## src/rtl/masked_irq_ctrl.sv

```systemverilog
module masked_irq_ctrl #(
  parameter int NSRC     = 32,
  parameter int GRP_W    = 5,
  parameter int IDX_W    = 11,
  parameter int GROUP    = 9,
  parameter int MASK_IDX = 0,
  parameter int STAT_IDX = 2,
  parameter logic [NSRC-1:0] EDGE_SRC = 32'hFFFF_0000,
  localparam int AW = GRP_W + IDX_W,
  localparam logic [AW-1:0] MASK_ADDR = AW'((GROUP << IDX_W) + MASK_IDX),
  localparam logic [AW-1:0] STAT_ADDR = AW'((GROUP << IDX_W) + STAT_IDX)
) (
  input  logic            clk,
  input  logic            rst_n,
  input  logic [NSRC-1:0] src_i,
  input  logic [AW-1:0]   reg_addr,
  input  logic            reg_we,
  input  logic [NSRC-1:0] reg_wdata,
  output logic [NSRC-1:0] reg_rdata,
  output logic            irq_o
);

  logic [NSRC-1:0] mask_q, stat_q, set_v, clr_v;
  logic            hit_mask, hit_stat;

  assign hit_mask = reg_addr == MASK_ADDR;
  assign hit_stat = reg_addr == STAT_ADDR;
  assign clr_v    = (reg_we && hit_stat) ? reg_wdata : '0;

  for (genvar i = 0; i < NSRC; i++) begin : g_src
    if (EDGE_SRC[i]) begin : g_edge
      logic prev_q;
      always_ff @(posedge clk or negedge rst_n)
        if (!rst_n) prev_q <= 1'b0;
        else        prev_q <= src_i[i];
      assign set_v[i] = src_i[i] & ~prev_q;
    end else begin : g_lvl
      assign set_v[i] = src_i[i];
    end
  end

  always_ff @(posedge clk or negedge rst_n) begin
    if (!rst_n) begin
      mask_q <= '0;
      stat_q <= '0;
      irq_o  <= 1'b0;
    end else begin
      if (reg_we && hit_mask) mask_q <= reg_wdata;
      stat_q <= (stat_q & ~clr_v) | set_v;
      irq_o  <= |(stat_q & mask_q);
    end
  end

  assign reg_rdata = hit_mask ? mask_q : hit_stat ? stat_q : '0;

endmodule


```

## config.mk

```make
export PLATFORM = sky130hd
export DESIGN_NAME = masked_irq_ctrl
export DESIGN_NICKNAME = d
export VERILOG_FILES = /design/src/rtl/masked_irq_ctrl.sv
export SDC_FILE = /design/constraint.sdc
export NUM_CORES = 1
export LEC_CHECK = 0
export ABC_AREA = 1
export BUFFER_PORTS_ARGS = -buffer_cell sky130_fd_sc_hd__buf_2
export CORE_MARGIN = 1
export CORE_UTILIZATION = 25
export CTS_CLUSTER_SIZE = 10
export DETAILED_ROUTE_END_ITERATION = 8
export PLACE_DENSITY = 0.44
export SKIP_CTS_REPAIR_TIMING = 1
export SYNTH_ARGS = -nofsm -noshare
export SYNTH_HDL_FRONTEND = slang
export SYNTH_SLANG_ARGS = --single-unit
export TNS_END_PERCENT = 10
```

## constraint.sdc

```tcl
create_clock -name clk -period 1.5 [get_ports clk]
set_clock_uncertainty 0.05 [all_clocks]
set_input_delay 0.3 -clock clk [delete_from_list [all_inputs] [get_ports clk]]
set_output_delay 0.3 -clock clk [all_outputs]
set_load 0.01 [all_outputs]
```

==> results_dict.tcl <==
set metrics [dict create \
    max_slew.worst_pin.slew_ns 0.4289 \
    n_antenna_cell 0 \
    finalSetupViolCount 32 \
    path_cells "buf_6 -> nor2_4 -> nand3_2 -> nor2_4 -> and2_4 -> clkbuf_16 -> nand2_2 -> nand2_2 -> buf_6" \
    reg2reg_to "irq_o$_DFF_PN0_" \
    worst_setup_path_end_kind "output pin" \
    cts_buffers 9 \
    grt_pass1_wl_um 18090 \
    htreeDepth 3 \
    max-slew-margin-rel 0.7141 \
    io_pins 116 \
    finalPower_mw 4.607 \
    slowest_delay_ns 0.28 \
    synth-edff-count 0 \
    drtAntennaViolNets 0 \
    gr-usage-met2 0.2240 \
    required_ns 1.15 \
    nets 719 \
    post-route-period-util 1.195 \
    die_y_um 127.3 \
    dieArea_um2 16220 \
    yosys-top-cells-count "214 x nand2_1, 81 x dfrtp_1, 67 x inv_1" \
    synth-adder-area-share 0 \
    synth-compound-area-share 0.04205 \
    min_from "src_i[24]" \
    dp_hpwl_um 7917 \
    arrival_ns 1.44 \
    layout-drive-gt1-share 0.3042 \
    yosysTopAreaCellShare 0.5161 \
    io_buffers 115 \
    synth-simple-area-share 0.3367 \
    hold_class "input port to register" \
    drv_cap 0 \
    yosysWarnings 0 \
    drtPass1Iterations 4 \
    synthMuxAreaShare 0 \
    clock.fmax_mhz 558.0 \
    place.gp.congestion 0.7686 \
    synth_area_leaders "dfrtp_1 52%, nand2_1 20%, inv_1 6.4%" \
    start_util 0.2574 \
    async_flop_share 1.000 \
    synth_cells 513 \
    path_max_fanout 6 \
    grt_use_total 0.1456 \
    path_clk_slew_ns 0.06 \
    clk_latency_ns 0.34 \
    synth.distinct_cells 18 \
    synth_nets 596 \
    root_buffer "clkbuf_16" \
    synth.most_common_cell "nand2_1" \
    coreArea_um2 15260 \
    rsz0062_at_grt "true" \
    cts_sinks 81 \
    hold_viol 0 \
    use_met3 0.04146 \
    grt_max_degree 35 \
    place_ws_ns -0.3059 \
    start_kind "input port" \
    grt-ovfl-total 0 \
    outcome "complete, but fails checks" \
    r2r_cells 5 \
    dpl_cell_area_um2 4846 \
    die_w_um 127.3 \
    power_density_nw_per_um2 843.0 \
    p_leak_nw 2.869 \
    r2r_start "stat_q[12]$_DFF_PN0_" \
    area_growth_pct 39.15 \
    grt_pass1_vias 3464 \
    cts_tree "done" \
    slew_violations 0 \
    rows 45 \
    fillers 1604 \
    vias 3670 \
    dr.first_iter.drc_count 263 \
    synth_top_area_cell "dfrtp_1" \
    crit_type "input port to output pin" \
    avgSynthCellArea_um2 7.656 \
    grt_antenna_before_repair 1 \
    ir_drop_uv 503.9 \
    wl_per_cell_um 13.71 \
    busiest_layer "met2" \
    drc 0 \
    clock_path_buffers 2 \
    failed_checks "negative setup slack" \
    syn_area_um2 3928 \
    min_period_ns 1.792 \
    synth_top_family_by_area "simple AND/OR/NAND/NOR gates" \
    critPathSlowestCell "and2_4" \
    synth-xor-area-share 0 \
    worst_slack_ns -0.2920 \
    via_per_inst 4.308 \
    synth_ff_type "dfrtp_1" \
    fin_util 0.3582 \
    rrSetupSlack_ns 0.33 \
    fin_area_um2 5465 \
    min_to "g_src[24].g_edge.prev_q$_DFF_PN0_" \
    yosysSeqAreaShare 0.5161 \
    wirelength_um 11680 \
    ys_seq_elements 81 \
    grt_use_met1 0.1957 \
    hold_depth 1 \
    timing.hold.ws_ns 0.02246 \
]
==> worst max-delay path, delay by kind of cell <==
kind                   cells  cell delay (ns)
buffers and inverters      3             0.39
AND/OR/NAND/NOR            6             0.74
==> report_power, final <==
part,switching (mW),leakage [nW],internal (mW)
Clock,0.904,0.137,1.20
Sequential,0.00568,0.928,2.21
Combinational,0.164,1.80,0.123
==> per-stage QoR <==
step           instances  TNS (ns)
3_5_place_dp         830    -18.93
4_1_cts              846    -9.356
3_3_place_gp         830    -18.28
6_report             852    -8.298
2_1_floorplan        513   -0.1417
5_1_grt              852    -11.11
==> worst max-delay path by stage <==
stage	from	endpoint
after floorplan	reg_addr[9]	reg_rdata[12]
after global placement	reg_addr[9]	reg_rdata[10]
after detailed placement	reg_addr[9]	reg_rdata[23]
after CTS	reg_addr[9]	reg_rdata[23]
after global routing	reg_addr[12]	reg_rdata[23]
final	reg_addr[12]	reg_rdata[16]
==> layer usage <==
metal,routed length (um),vias up
li1,-,1856
met2,5179,107
met5,10,-
met3,702,11
met1,5666,1694
met4,121,2
==> state kept, by name, summed over array words and instances (netlist names) <==
signal               count
g_src.g_edge.prev_q     16
irq_o                    1
stat_q                  32
mask_q                  32
==> logic make-up (layout without fill, tap and decap cells) <==
group,count (synthesis),after routing
buffers and inverters,94,222
AOI/OAI and AO/OA,33,33
DFF,81,81
and+or+nand+nor,305,305
==> layout make-up <==
class / count / area (um2) / area share
Clock buffer: 11 / 252.7 / 0.04625
Clock inverter: 5 / 30.03 / 0.005495
Multi-Input combinational cell: 338 / 1598 / 0.2924
Sequential cell: 81 / 2027 / 0.3709
Timing Repair Buffer: 139 / 1042 / 0.1907
Tap cell: 211 / 264.0 / 0.04831
Inverter: 67 / 251.5 / 0.04602
==> cells in the final DEF (no fill, tap or decap), drive strengths merged, types with 2 or more instances in the layout <==
cell type / Yosys / layout
buf: 23 / 135
inv: 67 / 67
and2: 2 / 2
nand3: 36 / 36
nand4: 38 / 38
clkbuf: 4 / 14
dfrtp: 81 / 81
nor2: 14 / 14
nand2: 214 / 214
clkinv: 0 / 3
o21ai: 32 / 32
clkinvlp: 0 / 2
Power figures use the tool's default switching activity.
